File: src/rtl/tokchan_pkg.sv
package tokchan_pkg;

   typedef enum logic [1:0] {
      TK_LOOP   = 2'b00,
      TK_RESUME = 2'b01,
      TK_JUMP   = 2'b10,
      TK_SYNC   = 2'b11
   } tok_kind_e;

   localparam int unsigned WIN_WORDS = 8;
   localparam int unsigned OFS_W     = 3;

   localparam logic [OFS_W-1:0] OFS_QUEUE = 3'd0;
   localparam logic [OFS_W-1:0] OFS_COP   = 3'd1;
   localparam logic [OFS_W-1:0] OFS_MOP   = 3'd2;

   function automatic tok_kind_e kind_of(input logic [1:0] top_bits);
      return tok_kind_e'(top_bits);
   endfunction

endpackage

File: src/rtl/tokchan_fifo.sv
module tokchan_fifo #(
   parameter int unsigned DATA_W = 32,
   parameter int unsigned DEPTH  = 16
) (
   input  logic              clk,
   input  logic              rst,
   input  logic              push,
   input  logic [DATA_W-1:0] push_data,
   input  logic              pop,
   output logic [DATA_W-1:0] head,
   output logic              full,
   output logic              empty
);
   localparam int unsigned PTR_W = (DEPTH > 1) ? $clog2(DEPTH) : 1;
   localparam int unsigned CNT_W = PTR_W + 1;
   localparam bit          POW2  = ((1 << PTR_W) == DEPTH);

   if (DEPTH < 2) begin : g_bad_depth
      $error("tokchan_fifo: DEPTH must be at least 2");
   end
   if (DATA_W < 2) begin : g_bad_width
      $error("tokchan_fifo: DATA_W must be at least 2");
   end

   logic [DATA_W-1:0] mem [DEPTH];
   logic [PTR_W-1:0]  wr_ptr, rd_ptr, wr_nxt, rd_nxt;
   logic [CNT_W-1:0]  count;

   if (POW2) begin : g_wrap_natural
      assign wr_nxt = wr_ptr + 1'b1;
      assign rd_nxt = rd_ptr + 1'b1;
   end else begin : g_wrap_compare
      assign wr_nxt = (wr_ptr == PTR_W'(DEPTH - 1)) ? '0 : wr_ptr + 1'b1;
      assign rd_nxt = (rd_ptr == PTR_W'(DEPTH - 1)) ? '0 : rd_ptr + 1'b1;
   end

   assign full  = (count == CNT_W'(DEPTH));
   assign empty = (count == '0);
   assign head  = mem[rd_ptr];

   always_ff @(posedge clk) begin
      if (push) mem[wr_ptr] <= push_data;
   end

   always_ff @(posedge clk) begin
      if (rst) begin
         wr_ptr <= '0;
         rd_ptr <= '0;
         count  <= '0;
      end else begin
         if (push) wr_ptr <= wr_nxt;
         if (pop)  rd_ptr <= rd_nxt;
         case ({push, pop})
            2'b10:   count <= count + 1'b1;
            2'b01:   count <= count - 1'b1;
            default: count <= count;
         endcase
      end
   end

   a_r2_no_overflow: assert property (@(posedge clk) disable iff (rst)
      push |-> (count < CNT_W'(DEPTH)));
   a_r3_no_underflow: assert property (@(posedge clk) disable iff (rst)
      pop |-> (count != '0));
   a_r4_count_hold: assert property (@(posedge clk) disable iff (rst)
      (push && pop) |=> (count == $past(count)));
endmodule

File: src/rtl/tokchan_prod_port.sv
module tokchan_prod_port
   import tokchan_pkg::*;
#(
   parameter int unsigned DATA_W = 32
) (
   input  logic              rst,
   input  logic              req,
   input  logic              we,
   input  logic [OFS_W-1:0]  ofs,
   input  logic [DATA_W-1:0] wdata,
   input  logic              q_full,
   input  logic              q_empty,
   input  logic              cons_waiting,
   input  logic              cop_idle,
   output logic              ready,
   output logic [DATA_W-1:0] rdata,
   output logic              push,
   output logic [DATA_W-1:0] push_data
);
   always_comb begin
      ready = 1'b0;
      push  = 1'b0;
      if (!rst && req) begin
         if (ofs == OFS_QUEUE) begin
            if (we) begin
               ready = !q_full;
               push  = !q_full;
            end else begin
               ready = q_empty && cons_waiting && cop_idle;
            end
         end else begin
            ready = 1'b1;
         end
      end
   end

   assign push_data = wdata;
   assign rdata     = '0;
endmodule

File: src/rtl/tokchan_cons_port.sv
module tokchan_cons_port
   import tokchan_pkg::*;
#(
   parameter int unsigned DATA_W = 32
) (
   input  logic              rst,
   input  logic              req,
   input  logic              we,
   input  logic [OFS_W-1:0]  ofs,
   input  logic [DATA_W-1:0] q_head,
   input  logic              q_empty,
   input  logic              cop_idle,
   input  logic              mop_done,
   output logic              ready,
   output logic [DATA_W-1:0] rdata,
   output tok_kind_e         kind,
   output logic              pop,
   output logic              waiting
);
   logic rd;
   assign rd = !rst && req && !we;

   always_comb begin
      ready = 1'b0;
      pop   = 1'b0;
      if (!rst && req) begin
         if (we) begin
            ready = 1'b1;
         end else begin
            unique case (ofs)
               OFS_QUEUE: begin
                  ready = !q_empty;
                  pop   = !q_empty;
               end
               OFS_COP: ready = cop_idle;
               OFS_MOP: ready = mop_done;
               default: ready = 1'b1;
            endcase
         end
      end
   end

   assign waiting = rd && (ofs == OFS_QUEUE) && q_empty;
   assign rdata   = pop ? q_head : '0;
   assign kind    = pop ? kind_of(q_head[DATA_W-1 -: 2]) : TK_LOOP;
endmodule

File: src/rtl/ctl_token_chan.sv
module ctl_token_chan
   import tokchan_pkg::*;
#(
   parameter int unsigned DATA_W = 32,
   parameter int unsigned DEPTH  = 16
) (
   input  logic              clk,
   input  logic              rst,
   input  logic              p_req,
   input  logic              p_we,
   input  logic [2:0]        p_addr,
   input  logic [DATA_W-1:0] p_wdata,
   output logic              p_ready,
   output logic [DATA_W-1:0] p_rdata,
   input  logic              c_req,
   input  logic              c_we,
   input  logic [2:0]        c_addr,
   input  logic [DATA_W-1:0] c_wdata,
   output logic              c_ready,
   output logic [DATA_W-1:0] c_rdata,
   output logic [1:0]        c_kind,
   input  logic              cop_idle,
   input  logic              mop_done
);
   logic              push, pop, q_full, q_empty, cons_waiting;
   logic [DATA_W-1:0] push_data, q_head;
   tok_kind_e         kind;
   logic              c_wdata_unused;

   assign c_wdata_unused = ^c_wdata;

   tokchan_fifo #(.DATA_W(DATA_W), .DEPTH(DEPTH)) u_fifo (
      .clk(clk), .rst(rst), .push(push), .push_data(push_data), .pop(pop),
      .head(q_head), .full(q_full), .empty(q_empty)
   );

   tokchan_prod_port #(.DATA_W(DATA_W)) u_prod (
      .rst(rst), .req(p_req), .we(p_we), .ofs(p_addr), .wdata(p_wdata),
      .q_full(q_full), .q_empty(q_empty), .cons_waiting(cons_waiting),
      .cop_idle(cop_idle), .ready(p_ready), .rdata(p_rdata),
      .push(push), .push_data(push_data)
   );

   tokchan_cons_port #(.DATA_W(DATA_W)) u_cons (
      .rst(rst), .req(c_req), .we(c_we), .ofs(c_addr), .q_head(q_head),
      .q_empty(q_empty), .cop_idle(cop_idle), .mop_done(mop_done),
      .ready(c_ready), .rdata(c_rdata), .kind(kind), .pop(pop),
      .waiting(cons_waiting)
   );

   assign c_kind = kind;

   a_r5_barrier: assert property (@(posedge clk) disable iff (rst)
      (p_req && !p_we && p_addr == 3'd0 && p_ready) |->
         (c_req && !c_we && c_addr == 3'd0 && !c_ready && cop_idle));
   a_r6_cop_wait: assert property (@(posedge clk) disable iff (rst)
      (c_req && !c_we && c_addr == 3'd1 && c_ready) |-> cop_idle);
   a_r7_mop_wait: assert property (@(posedge clk) disable iff (rst)
      (c_req && !c_we && c_addr == 3'd2 && c_ready) |-> mop_done);
   a_r9_kind: assert property (@(posedge clk) disable iff (rst)
      (c_req && !c_we && c_addr == 3'd0 && c_ready) |->
         (c_kind == c_rdata[DATA_W-1 -: 2]));
   a_r10_no_idle_ready: assert property (@(posedge clk) disable iff (rst)
      (!p_req |-> !p_ready) and (!c_req |-> !c_ready));
   a_r4_push_seen: assert property (@(posedge clk) disable iff (rst)
      (p_req && p_we && p_addr == 3'd0 && p_ready && !c_ready) |=> !cons_waiting);
endmodule

File: config.mk
export PLATFORM = sky130hd
export DESIGN_NAME = ctl_token_chan
export DESIGN_NICKNAME = d
export VERILOG_FILES = /design/src/rtl/tokchan_pkg.sv /design/src/rtl/tokchan_fifo.sv /design/src/rtl/tokchan_prod_port.sv /design/src/rtl/tokchan_cons_port.sv /design/src/rtl/ctl_token_chan.sv
export SDC_FILE = /design/constraint.sdc
export NUM_CORES = 1
export LEC_CHECK = 0
export BUFFER_PORTS_ARGS = -buffer_cell sky130_fd_sc_hd__buf_2
export CAP_MARGIN = 20
export CORE_ASPECT_RATIO = 1.5
export CORE_MARGIN = 2
export CORE_UTILIZATION = 60
export DETAILED_ROUTE_END_ITERATION = 10
export GPL_ROUTABILITY_DRIVEN = 0
export PLACE_DENSITY_LB_ADDON = 0.3
export SYNTH_ARGS = -nofsm -noshare
export SYNTH_HDL_FRONTEND = slang
export SYNTH_HIERARCHICAL = 1
export SYNTH_SLANG_ARGS = --single-unit
File: constraint.sdc
create_clock -name clk -period 4 [get_ports clk]
set_input_delay 0.2 -clock clk [delete_from_list [all_inputs] [get_ports clk]]
set_output_delay 0.2 -clock clk [all_outputs]
set_load 0.03 [all_outputs]
# Yosys cells after proc, flatten, opt, wreduce, memory -nomap -nowiden
# Memory sizes are Yosys's and may differ from the RTL's. A register that Yosys moved wholly into a read port is not among the register bits.
# Cells that the tools add are included.
# Widths: inputs -> output; s select.
# classes
addsub	4
eq_ne	5
n_mux	19
reduce_logical	15
# op_table
op	count
$mux 32	1
$mux 1	13
$pmux 5 s2	1
$add 4x1->4 const B	2
$mux 4	2
$logic_and 1x1->1	7
$logic_not 3->1	2
$add 5x1->5 const B	1
$eq 5x5->1 const B	1
$logic_not 5->1	1
$sub 5x1->5 const B	1
$logic_not 1->1	4
$eq 3x1->1 const B	1
$eq 3x2->1 const B	1
$pmux 1 s3	1
$eq 2x1->1 const B	1
$eq 2x2->1 const B	1
$mux 2	1
$reduce_bool 2->1	1
# totals
reg_bits	13
mem_bits_rw	512
inputBits	78
output_inout_bits	68
mem_count	1
# mem_list
memory	depth	word_bits	rd	rd_ports_with_merged_regs	write_ports	line	source
u_fifo.mem	16	32	1	1	1	tokchan_fifo.sv:25	logic [DATA_W-1:0] mem [DEPTH];

# Depth between registers and ports, before layout
# Gate-level depths: netlist of run 1.
# depth
depth_word	10
mapped_depth	14

# Hierarchy
# The synthesis of run 1 kept the hierarchy.
# modules_own_cells
mod	n_inst	cells_each	area_each_um2	seq_area_each_um2
tokchan_fifo	1	898	20074.3	15715.1
tokchan_cons_port	1	88	699.4	0.0
tokchan_prod_port	1	72	533.0	0.0

# Worst setup path before layout of run 1
# Ideal clock, no wire load.
# synth_path
path_kind	flip-flop to flip-flop
from	register u_fifo.count[0]
to	register u_fifo.count[4]
arrival_ns	3.303
required_time_ns	3.938
path_slack_ns	0.635
stages_incl_launch_ff	14
path_buffers	3
path_cell_list	dfxtp_1 > or4_1 > nor2_1 > buf_2 > clkbuf_1 > nor3_2 > ha_1 > buf_2 > xor2_1 > ha_1 > o21ai_0 > o22ai_1 > or4b_1 > nand3_1
# synth_between
elab_chain_cells	7
word_cells_on_any_way	16
classes_between	add/sub (2); eq/ne (3); mux (7); reduce/logical (4)
# synth_rtl
item	line	source
start: declaration	tokchan_fifo.sv:27	logic [CNT_W-1:0] count;
start signal: assignment	tokchan_fifo.sv:54	2'b10: count <= count + 1'b1;
start signal: assignment	tokchan_fifo.sv:55	2'b01: count <= count - 1'b1;
start signal: assignment	tokchan_fifo.sv:56	default: count <= count;
$logic_not 5->1 (*)	tokchan_fifo.sv:38	assign empty = (count == '0);
via q_empty	ctl_token_chan.sv:25	logic push, pop, q_full, q_empty, cons_waiting;
$logic_not 1->1 (*)	tokchan_cons_port.sv:33	pop = !q_empty;
$mux 1 (*)	tokchan_cons_port.sv:30	unique case (ofs)
$mux 1 (*)	tokchan_cons_port.sv:27	if (we) begin
$mux 1 (*)	tokchan_cons_port.sv:26	if (!rst && req) begin
via pop	ctl_token_chan.sv:25	
$eq 2x1->1 / $eq 2x2->1 (equally long branches)	tokchan_fifo.sv:53	case ({push, pop})
$pmux 5 s2 / $reduce_bool 2->1 (equally long branches)	n/a	
# Mark *: on every way through the listed nets, which the timed path passes. The rest lies on a longest branch.
# A chain may end at the register's enable or synchronous reset.

# Final worst setup path of run 1
# layout_path
from	register u_fifo.count[1]
to	output port p_ready
# layout_between
elab_chain_cells	7
word_cells_on_any_way	9
classes_between	eq/ne (1); mux (3); reduce/logical (5)
# layout_rtl
item	line	source
$logic_not 5->1	tokchan_fifo.sv:38	
via q_empty	ctl_token_chan.sv:25	
$logic_and 1x1->1	tokchan_cons_port.sv:43	assign waiting = rd && (ofs == OFS_QUEUE) && q_empty;
via cons_waiting	ctl_token_chan.sv:25	
$logic_and 1x1->1 (2 in series)	tokchan_prod_port.sv:29	ready = q_empty && cons_waiting && cop_idle;
$mux 1	tokchan_prod_port.sv:25	if (we) begin
$mux 1	tokchan_prod_port.sv:24	if (ofs == OFS_QUEUE) begin
$mux 1	tokchan_prod_port.sv:23	if (!rst && req) begin
end: declaration	ctl_token_chan.sv:13	output logic p_ready,
# The timed path passes the listed nets, and every way through them passes these cells.

==> flow_summary.toml, run 1 <==
[outcome]
status = "finished clean"

[die]
num_rows = 84
area_of_the_die_um2 = 37100
core_um2 = 35000
num_io_pins = 146
die_w_um = 158
die_y_extent_um = 235
initial_util = 0.609

[setup_path]
critPathMaxFanout = 35
timing.critical_path.slowest_cell_delay_ns = 0.61
critical-path-slowest-cell = "or4_1"
worst_ep_required_time_ns = 3.80
critical-path-top-delay-family = "simple AND/OR/NAND/NOR gates"
timing.reg2reg.worst_path_depth = 12
timing.setup.critical_path_class = "register to output pin"
timing.critical_path.arrival_ns = 3.06
timing.critical_path.buf_inv = 3
critical_path_cell_list = "or4_1, nor2_4, buf_4, inv_1, nor3_2, nand4b_1, a31oi_1, buf_2"
worstReg2RegStart = "u_fifo/count[1]"
setup.reg_to_reg.worst_slack_ns = 0.81
worstSetupEndpointType = "output pin"
worstSetupStartpointType = "register"
critical_path.reg2reg.endpoint = "u_fifo/count[4]"

[grt]
global_route_wire_length_before_repair_um = 64900
global_route.overflow_total = 0
antenna_found_initial = 0
vias_in_the_first_global_route = 10381
grt_max_degree = 56
groute.usage.overall = 0.243

[clock_tree]
clock_tree.buffer_depth = 3
clk_pin_slew_ns = 0.07
clock_buffers_created_by_tritoncts = 46
number_of_clock_sinks = 529
number_of_h_tree_levels = 2
insertion_delay_ns = 0.55
tritoncts = "yes"
clk_root_buffer_cell = "clkbuf_16"
post_cts_sizing = 0

[power]
cellInternalPower_mw = 9.00
sequentialPowerShare = 0.547
total_switching_power_mw = 2.09
power.combinational.fraction = 0.023
netSwitchingFraction = 0.188
vdd_drop_max_mv = 0.396
power.total_mw = 11.1
pwr-share-clk = 0.430
power.static_leakage_nw = 7.74
power-per-cell-area_nw_per_um2 = 465

[sta]
max_freq_mhz = 307
final.period_utilization = 0.815
final-setup-viol-count = 0
hold_viol = 0
rsz0062_at_grt = "false"
timing_worst_slew_pin_value_ns = 0.873
finalClockSkew_ns = 0.00843
max_slew_headroom_at_the_worst_pin = 0.418
timing.final.max_slew_violations = 0
final.setup.tns_ns = 0
final_period_minus_worst_setup_slack_ns = 3.26

[cells_and_area]
postLayoutCoreUtil = 0.682
fin_nets = 1233
drive_above_1_share = 0.314
filler_cell_count = 2190
area_delta_synth_final_pct = 12.0
insertedDiodeCount = 0

[route]
drt-initial-drc-count = 1023
remaining_drc_errors = 0
vias_per_cell = 6.19
ant_nets = 0
vias = 10252
routedWlPerCell_um = 26.5
detail_route.wirelength_um = 43800
drt_first_pass_iters = 5

[synth]
post_synth_inst_count = 1058
postSynth.asyncResetShare = 0
synth.distinct_cells = 47
syn-mean-instance-area_um2 = 20.1
synth.yosys.seq_area_share = 0.738
synth_enable_flop_cells = 512
synth.ff_latch_count = 529
synth_top_family_by_area = "multiplexers"
synth_warnings = 6
synthMuxAreaShare = 0.137
synth-compound-area-share = 0.0266
synth_area_um2 = 21300
synth-xor-area-share = 0.00370
yosys.area_share.simple = 0.0450
synth_top_flop_cell = "edfxtp_1"
synth_adder_area_share = 0.00529

[placement]
buffer_ports.inserted = 81
detailed_place_hpwl_um = 23000

[hold_path]
timing.hold.worst_endpoint = "u_fifo/mem[12][25]"
min_delay_path_class = "input pin to register"
worst_hold_startpoint = "p_wdata[25]"
hold_depth = 1

[job]
timing.max_cap.violations = 0
## kinds of logic (layout without fill, tap and decap cells)
| logic type | Yosys count | count (layout) |
|---|---|---|
| compound gates | 76 | 76 |
| xor+xnor | 9 | 9 |
| fa+ha+maj | 9 | 9 |
| buf+inv | 165 | 259 |
| flops | 529 | 529 |
| mux | 131 | 131 |
| other cells | 1 | 32 |
| simple gates | 138 | 138 |
## state kept, by name (all words and copies together), names as in the netlist, named ones only
name,flops
u_fifo/mem,512
u_fifo/count,5
u_fifo/rd_ptr,4
u_fifo/wr_ptr,4
## metal layers
metal  share of wire  wire length [um]  vias up  GRT usage
met5               0                 0        -          0
met4           0.025              1090        0     0.0760
met3           0.067              2950       79     0.0345
met2            0.53             23200      476      0.411
met1            0.38             16600     5325      0.329
li1                -                 -     4372          -
## through the flow
step / setup slack (ns) / hold WS, ns / instance area [um^2] / cells
global route: 0.481 / 0.0157 / 23900 / 1656
global placement: 0.710 / 0.514 / 22000 / 1553
detailed placement: 0.645 / 0.545 / 22000 / 1553
CTS: 0.696 / 0.000914 / 23900 / 1656
floorplan: 0.635 / 0.394 / 21400 / 1089
finish: 0.740 / 0.0244 / 23900 / 1656
## power groups by stage
| stage | Sequential, mW | Clock (mW) | Combinational, mW |
|---|---|---|---|
| detailed placement | 6.19 | 0 | 0.236 |
| finish | 6.07 | 4.77 | 0.250 |
| global route | 6.07 | 5.05 | 0.273 |
| global placement | 6.19 | 0 | 0.228 |
| CTS | 6.07 | 4.85 | 0.251 |
| floorplan | 6.19 | 0 | 0.215 |
## synth_stat cells, types with 4 or more instances
cell type | n | area, um^2
a22oi_1 | 64 | 480
and2_1 | 17 | 106
buf_1 | 11 | 41.3
buf_2 | 12 | 60.1
buf_4 | 75 | 563
clkbuf_1 | 24 | 90.1
dfxtp_1 | 17 | 340
edfxtp_1 | 512 | 15400
ha_1 | 9 | 113
inv_1 | 39 | 146
mux4_2 | 128 | 2880
nand2_1 | 39 | 146
nor2_1 | 16 | 60.1
nor3_1 | 4 | 20.0
nor4_1 | 4 | 25.0
nor4_2 | 25 | 313
xor2_1 | 6 | 52.6
## what timing repair did
item,CTS,global route
setup buffers,0,0
hold endpoints to repair,228,0
hold buffers,18,0
## layout by cell type, fill, tap and decap left out, types with 4 or more instances in the layout
cell / instances
buf_4: 28
inv_1: 39
buf_2: 81
xor2_1: 6
edfxtp_1: 512
dfxtp_1: 15
nor4_1: 4
clkbuf_16: 49
mux4_2: 128
nor3_1: 4
nor2_1: 14
bufinv_16: 10
clkinv_2: 7
conb_1: 32
a22oi_1: 64
clkinv_1: 11
buf_12: 8
clkbuf_1: 5
dlygate4sd3_1: 18
nor4_2: 25
and2_2: 17
ha_1: 9
nand2_1: 39
## final cells by class
| cell class | instances | area (um^2) | area share |
|---|---|---|---|
| Clock buffer | 54 | 1240 | 0.0522 |
| Clock inverter | 31 | 400 | 0.0168 |
| Inverter | 39 | 146 | 0.00613 |
| Multi-Input combinational cell | 395 | 4800 | 0.201 |
| Sequential cell | 529 | 15700 | 0.659 |
| Tap cell | 473 | 592 | 0.0248 |
| Timing Repair Buffer | 135 | 956 | 0.0401 |
## worst max-delay path by stage
stage	slack (ns)	start	cells past startpoint	to
2_1_floorplan	0.64	u_fifo/count[0]	13	u_fifo/count[4]
3_3_place_gp	0.71	rst	10	u_fifo/count[4]
3_5_place_dp	0.64	rst	10	u_fifo/count[4]
4_1_cts	0.70	u_fifo/count[0]	8	p_ready
5_1_grt	0.48	u_fifo/count[1]	8	p_ready
6_report	0.74	u_fifo/count[1]	8	p_ready
No activity file was read; power rests on OpenSTA's default activity.
==> run 2: changes to the inputs <==
Settings changed: CORE_UTILIZATION 60 to 54.
Clock period 4 ns to 2.7 ns, I/O delays scaled along.
==> run 2 against run 1 <==
Non-clock buffer count rose by 72. Power rose by 45%. Hold slack improved by 0.18 ns. Worst setup slack got worse by 0.73 ns. Design area rose by 5.3%. Count of clock-buffer cells in the layout rose by 4. Global-route usage fell by 1.5 points. Largest cell class unchanged. Largest power group unchanged.
==> flow_summary.toml, run 2 (synthesis results as in run 1) <==
[outcome]
status = "finished clean"

[sta]
max_freq_mhz = 371
timing.final.max_slew_violations = 0
final.setup.tns_ns = 0
final-setup-viol-count = 0
final.period_utilization = 0.998
max_slew_headroom_at_the_worst_pin = 0.512
finalClockSkew_ns = 0.0118
post-route-worst-setup-slack_ns = 0.00493
rsz0062_at_grt = "true"
hold_viol = 0
finalHoldWorstSlack_ns = 0.203
final_period_minus_worst_setup_slack_ns = 2.70
timing_worst_slew_pin_value_ns = 0.732

[cells_and_area]
insertedDiodeCount = 0
most_flops_register = "u_fifo/mem"
drive_above_1_share = 0.368
largest_register_ffs = 512
area_delta_synth_final_pct = 17.9
fin_nets = 1304
mostFrequentLayoutCells = "edfxtp_1, mux4_2, buf_4, buf_2, clkbuf_16"
mostFrequentLayoutCell = "edfxtp_1"
biggestRegsByFlops = "u_fifo/mem x512, u_fifo/count x5"

[setup_path]
timing.critical_path.buf_inv = 1
critPathMaxFanout = 3
worst_ep_required_time_ns = 3.20
critical-path-slowest-cell = "or4_4"
timing.critical_path.arrival_ns = 3.19
timing.setup.critical_path_class = "register to register"
critical_path_cell_list = "or4_4, nor2_1, nand2b_4, nor3_2, inv_4, ha_4, xor2_1, ha_2, a21oi_2, a221oi_2, or4b_1, nand3_1"
timing.critical_path.slowest_cell_delay_ns = 0.55
critical-path-top-delay-family = "simple AND/OR/NAND/NOR gates"
worstSetupEndpointType = "register"
worstSetupStartpointType = "register"

[power]
power-per-cell-area_nw_per_um2 = 639
power.static_leakage_nw = 8.19
power.total_mw = 16.0
vdd_drop_max_mv = 0.551

[die]
num_rows = 89
initial_util = 0.545
area_of_the_die_um2 = 41100
num_io_pins = 146
core_um2 = 39100
die_y_extent_um = 247
die_w_um = 166

[clock_tree]
number_of_h_tree_levels = 2
clk_pin_slew_ns = 0.07
tritoncts = "yes"
number_of_clock_sinks = 529
insertion_delay_ns = 0.56
clock_buffers_created_by_tritoncts = 45
clock_tree.buffer_depth = 3
clk_root_buffer_cell = "clkbuf_16"

[hold_path]
min_delay_path_class = "input pin to register"

[route]
vias = 10671
drt-initial-drc-count = 932
drt_first_pass_iters = 7
routedWlPerCell_um = 26.6
detail_route.wirelength_um = 46700
remaining_drc_errors = 0
vias_per_cell = 6.08
ant_nets = 0

[placement]
buffer_ports.inserted = 81
place_ws_ns = 0.0136
detailed_place_hpwl_um = 25300

[grt]
grt.met3_usage = 0.0355
grtUsageMet1 = 0.296
global_route_wire_length_before_repair_um = 68500
grt_max_degree = 34
vias_in_the_first_global_route = 10962
groute.usage.overall = 0.228
globalRouteMet2Util = 0.395
global_route.overflow_total = 0
gr-max-usage-layer = "met2"
antenna_found_initial = 0

[job]
timing.max_cap.violations = 0
-- run 2: cell count changes in the layout (fill, tap and decap cells not counted), moves of 6 or more --
cell / before / now
buf_2: 81 / 60
bufinv_16: 10 / 4
buf_16: 0 / 6
a22oi_1: 64 / 45
buf_4: 28 / 61
a22oi_2: 0 / 19
dlygate4sd3_1: 18 / 33
buf_6: 0 / 6
buf_12: 8 / 37
-- run 2: worst paths after layout --
path	start	end	slack [ns]	depth (start not counted)
setup reg to reg	u_fifo/count[0]	u_fifo/count[4]	0.005	12
setup / recovery	u_fifo/count[0]	u_fifo/count[4]	0.005	12
hold reg to reg	u_fifo/rd_ptr[3]	register	0.57	2
hold / removal	p_we	u_fifo/wr_ptr[0]	0.20	6
-- run 2: where the power goes --
part           internal (mW)  switching (mW)
logic                  0.170           0.315
registers               8.99         0.00496
clock network           3.71            2.85
total                   12.9            3.17
-- run 2: cell type report --
type,instances,area [um^2]
sequential,529,15700
fill,2563,14000
multi-input combinational,395,4970
timing repair buffer,207,2140
clock buffer,58,1260
tap,500,626
clock inverter,26,244
inverter,39,149
-- run 2: tightest hold or removal path: stages --
cell and delay (ns):
buf_2 0.12, nand2b_4 0.07, nor3_2 0.06, buf_4 0.16, xnor2_1 0.14, nor2_1 0.04
-- run 2: what timing repair did --
item	CTS	global route
pin swaps	3	9
endpoints found under the setup margin	36	26
hold buffers	33	0
setup buffers	11	3
cloned	6	1
endpoints found under the hold margin	518	0
gates resized for setup	32	39
-- run 2: metal layers --
metal,up-vias,share of wire
met5,-,0
met4,0,0.026
met3,82,0.073
met2,505,0.52
met1,5555,0.38
li1,4529,-
-- run 2: per-stage QoR --
stage	utilization	cells	instance area, um^2
floorplan	-	1089	21500
global placement	0.581	1618	22700
detailed placement	0.581	1618	22700
CTS	0.639	1752	25000
global route	0.643	1754	25100
finish	0.643	1754	25100
==> run 3: changes to the inputs <==
--- a/config.mk
+++ b/config.mk
@@ -6,14 +6,13 @@
 export NUM_CORES = 1
 export LEC_CHECK = 0
-export BUFFER_PORTS_ARGS = -buffer_cell sky130_fd_sc_hd__buf_2
 export CAP_MARGIN = 20
 export CORE_ASPECT_RATIO = 1.5
 export CORE_MARGIN = 2
-export CORE_UTILIZATION = 54
+export CORE_UTILIZATION = 57
 export DETAILED_ROUTE_END_ITERATION = 10
+export DONT_BUFFER_PORTS = 1
 export GPL_ROUTABILITY_DRIVEN = 0
 export PLACE_DENSITY_LB_ADDON = 0.3
 export SYNTH_ARGS = -nofsm -noshare
 export SYNTH_HDL_FRONTEND = slang
-export SYNTH_HIERARCHICAL = 1
 export SYNTH_SLANG_ARGS = --single-unit
==> constraint.sdc (replaced) <==
create_clock -name clk -period 2.7 [get_ports clk]
set_input_delay 0.27 -clock clk [delete_from_list [all_inputs] [get_ports clk]]
set_output_delay 0.27 -clock clk [all_outputs]
set_load 0.03 [all_outputs]
==> run 3 against run 2 <==
The run now ends with setup timing left. Via count shrank 6.4%. Wire length shrank 5.3%. Final cell count shrank 7.6%. Combinational power shrank 53%. Clock power is 4.6% lower. Non-clock buffer count is 37 lower. Die area down 7.5%. Count of clock-buffer cells in the layout shrank 5. Maximum frequency shrank 2.2%. Critical path type is now register to output pin. Critical endpoint is now c_rdata[28]. Largest cell class unchanged.
==> flow_summary.toml, run 3 <==
[outcome]
status = "finished with violations"
failing_checks = "setup timing"

[route]
vias = 9984
detail_route.wirelength_um = 44200
routedWlPerCell_um = 27.3
remaining_drc_errors = 0
ant_nets = 0
drt_first_pass_iters = 5
vias_per_cell = 6.16
drt-initial-drc-count = 866

[synth]
netlist.top_cell.by_area = "edfxtp_1"
ys_top_cells_by_area = "edfxtp_1, mux4_2, mux2_2, mux2i_1, dfxtp_1"
synth.distinct_cells = 43
synthMuxAreaShare = 0.174
synth_top_family_by_area = "multiplexers"
synth_warnings = 0
post_synth_inst_count = 945
postSynth.asyncResetShare = 0
synth-xor-area-share = 0.00211
synth_top_flop_cell = "edfxtp_1"
synthMostInstantiatedCell = "edfxtp_1"
synth_adder_area_share = 0.00482
syn-mean-instance-area_um2 = 22.0
netlist_top_cells_count = "edfxtp_1, mux4_2, mux2i_1, buf_4, mux2_2"
synth.yosys.seq_area_share = 0.757
synth_area_um2 = 20800
yosys.area_share.simple = 0.0158
synth_top_area_share = 0.740
synth_enable_flop_cells = 512
synth-compound-area-share = 0.0219
synth.ff_latch_count = 529

[sta]
final.period_utilization = 1.02
max_slew_headroom_at_the_worst_pin = 0.566
timing.final.max_slew_violations = 0
finalHoldWorstSlack_ns = 0.253
finalClockSkew_ns = 0.0155
rsz0062_at_grt = "true"
max_freq_mhz = 363
final_period_minus_worst_setup_slack_ns = 2.76
timing_worst_slew_pin_value_ns = 0.661
hold_viol = 0
final-setup-viol-count = 8
post-route-worst-setup-slack_ns = -0.0557

[placement]
buffer_ports.inserted = 0
detailed_place_hpwl_um = 22800
total_instance_count_after_detailed_placement = 1466
dpl-instance-area_um2 = 22200

[setup_path]
critical-path-slowest-cell = "mux4_2"
setup.reg_to_reg.worst_slack_ns = 0.13
worstSetupStartpointType = "register"
timing.critical_path.slowest_cell_delay_ns = 0.54
timing.setup.critical_path_class = "register to output pin"
worstReg2RegStart = "u_fifo.count[1]"
timing.reg2reg.worst_path_depth = 11
critPathMaxFanout = 7
worstSetupEndpointType = "output pin"
critical_path.reg2reg.endpoint = "u_fifo.count[4]"
cp_common_cell = "buf_4"
critical-path-top-delay-family = "multiplexers"
critical_path_cell_list = "buf_4, buf_12, buf_16, buf_4, mux4_2, mux2i_2, o2bb2ai_2, buf_6"
timing.critical_path.arrival_ns = 2.49
worst_ep_required_time_ns = 2.43
timing.critical_path.buf_inv = 5

[grt]
global_route_wire_length_before_repair_um = 64100
vias_in_the_first_global_route = 10321
antenna_found_initial = 3
grt_max_degree = 33
global_route.overflow_total = 0
groute.usage.overall = 0.231

[die]
core_um2 = 35900
initial_util = 0.578
num_rows = 85
die_y_extent_um = 238
area_of_the_die_um2 = 38000
die_w_um = 160
num_io_pins = 146

[power]
power-per-cell-area_nw_per_um2 = 623
power.total_mw = 15.5
power.static_leakage_nw = 7.77
vdd_drop_max_mv = 0.536

[cells_and_area]
layoutNonFillerInstCount = 1621
fin_nets = 1198
mostFrequentLayoutCell = "edfxtp_1"
biggestRegsByFlops = "u_fifo.mem x512, u_fifo.count x5"
area_delta_synth_final_pct = 19.7
largest_register_ffs = 512
most_flops_register = "u_fifo.mem"
area_of_all_placed_cells_without_fillers_um2 = 24900
postLayoutCoreUtil = 0.692
mostFrequentLayoutCells = "edfxtp_1, mux4_2, buf_4, clkbuf_16"
drive_above_1_share = 0.366

[clock_tree]
clk_pin_slew_ns = 0.06
clock_tree.buffer_depth = 3
insertion_delay_ns = 0.56
tritoncts = "yes"
clk_root_buffer_cell = "clkbuf_16"
number_of_h_tree_levels = 2
number_of_clock_sinks = 529
clock_buffers_created_by_tritoncts = 45

[hold_path]
min_delay_path_class = "input pin to register"
timing.hold.worst_endpoint = "u_fifo.wr_ptr[3]"
hold_depth = 5
worst_hold_startpoint = "p_addr[2]"

[job]
timing.max_cap.violations = 0
-- run 3: worst reg2reg max path, delay by kind of cell (launching register included) --
family | cells | cell delay, ns
AOI/OAI and AO/OA | 4 | 0.40
xor gates and xnor gates | 1 | 0.16
adders and majority gates | 2 | 0.37
buffers and inverters | 2 | 0.28
DFF | 1 | 0.33
and+or+nand+nor | 2 | 0.90
-- run 3: layer usage --
metal  vias to the layer above  track usage  share of wire
li1                       4215            -              -
met1                      5315        0.285           0.37
met3                        75       0.0382          0.055
met5                         -            0              0
met2                       379        0.419           0.55
met4                         0       0.0740          0.028
-- run 3: timing repair --
action / in CTS / in global routing
hold endpoints to repair: 529 / 0
endpoints found under the setup margin: 34 / 35
buffers inserted: 23 / 16
cloned: 4 / 3
resized for setup: 55 / 59
hold buffers: 33 / 0
pin swaps: 2 / 7
-- run 3: layout make-up --
cell class	count	area, um^2
repair buffers	170	2040
inverters	7	26.3
multi-input cells	359	5070
fillers	2171	11100
diodes	3	7.51
clock buffers	53	1160
clock inverters	22	225
flip-flops and latches	529	15700
well taps	478	598
-- run 3: worst max path at each step --
| stage | end | slack (ns) | cells after the start | startpoint |
|---|---|---|---|---|
| global placement | u_fifo.count[4] | -0.05 | 10 | p_addr[1] |
| global route | c_rdata[28] | -0.11 | 8 | register |
| CTS | c_rdata[6] | -0.08 | 5 | register |
| finish | c_rdata[28] | -0.06 | 8 | register |
| floorplan | u_fifo.mem[7][0] | -0.50 | 4 | p_addr[1] |
| detailed placement | u_fifo.count[4] | -0.11 | 10 | p_addr[1] |
-- run 3: power breakdown --
| group | internal, mW | switching [mW] | total, mW |
|---|---|---|---|
| Clock | 3.52 | 2.75 | 6.27 |
| Combinational | 0.0471 | 0.179 | 0.226 |
| Sequential | 8.99 | 0.00154 | 8.99 |
-- run 3: through the flow --
step,setup TNS (ns),worst slack [ns]
3_5_place_dp,-0.111,-0.111
5_1_grt,-1.52,-0.106
2_1_floorplan,-141.68,-0.498
6_report,-0.232,-0.0557
4_1_cts,-1.01,-0.0803
3_3_place_gp,-0.0485,-0.0485
-- run 3: logic make-up (layout without fill, tap and decap cells) --
| kind of cell | count (synthesis) | in the layout |
|---|---|---|
| simple gates | 61 | 61 |
| buf+inv | 88 | 252 |
| other cells | 1 | 35 |
| mux | 196 | 196 |
| compound gates | 57 | 57 |
| xor+xnor | 5 | 5 |
| fa+ha+maj | 8 | 8 |
| flops | 529 | 529 |
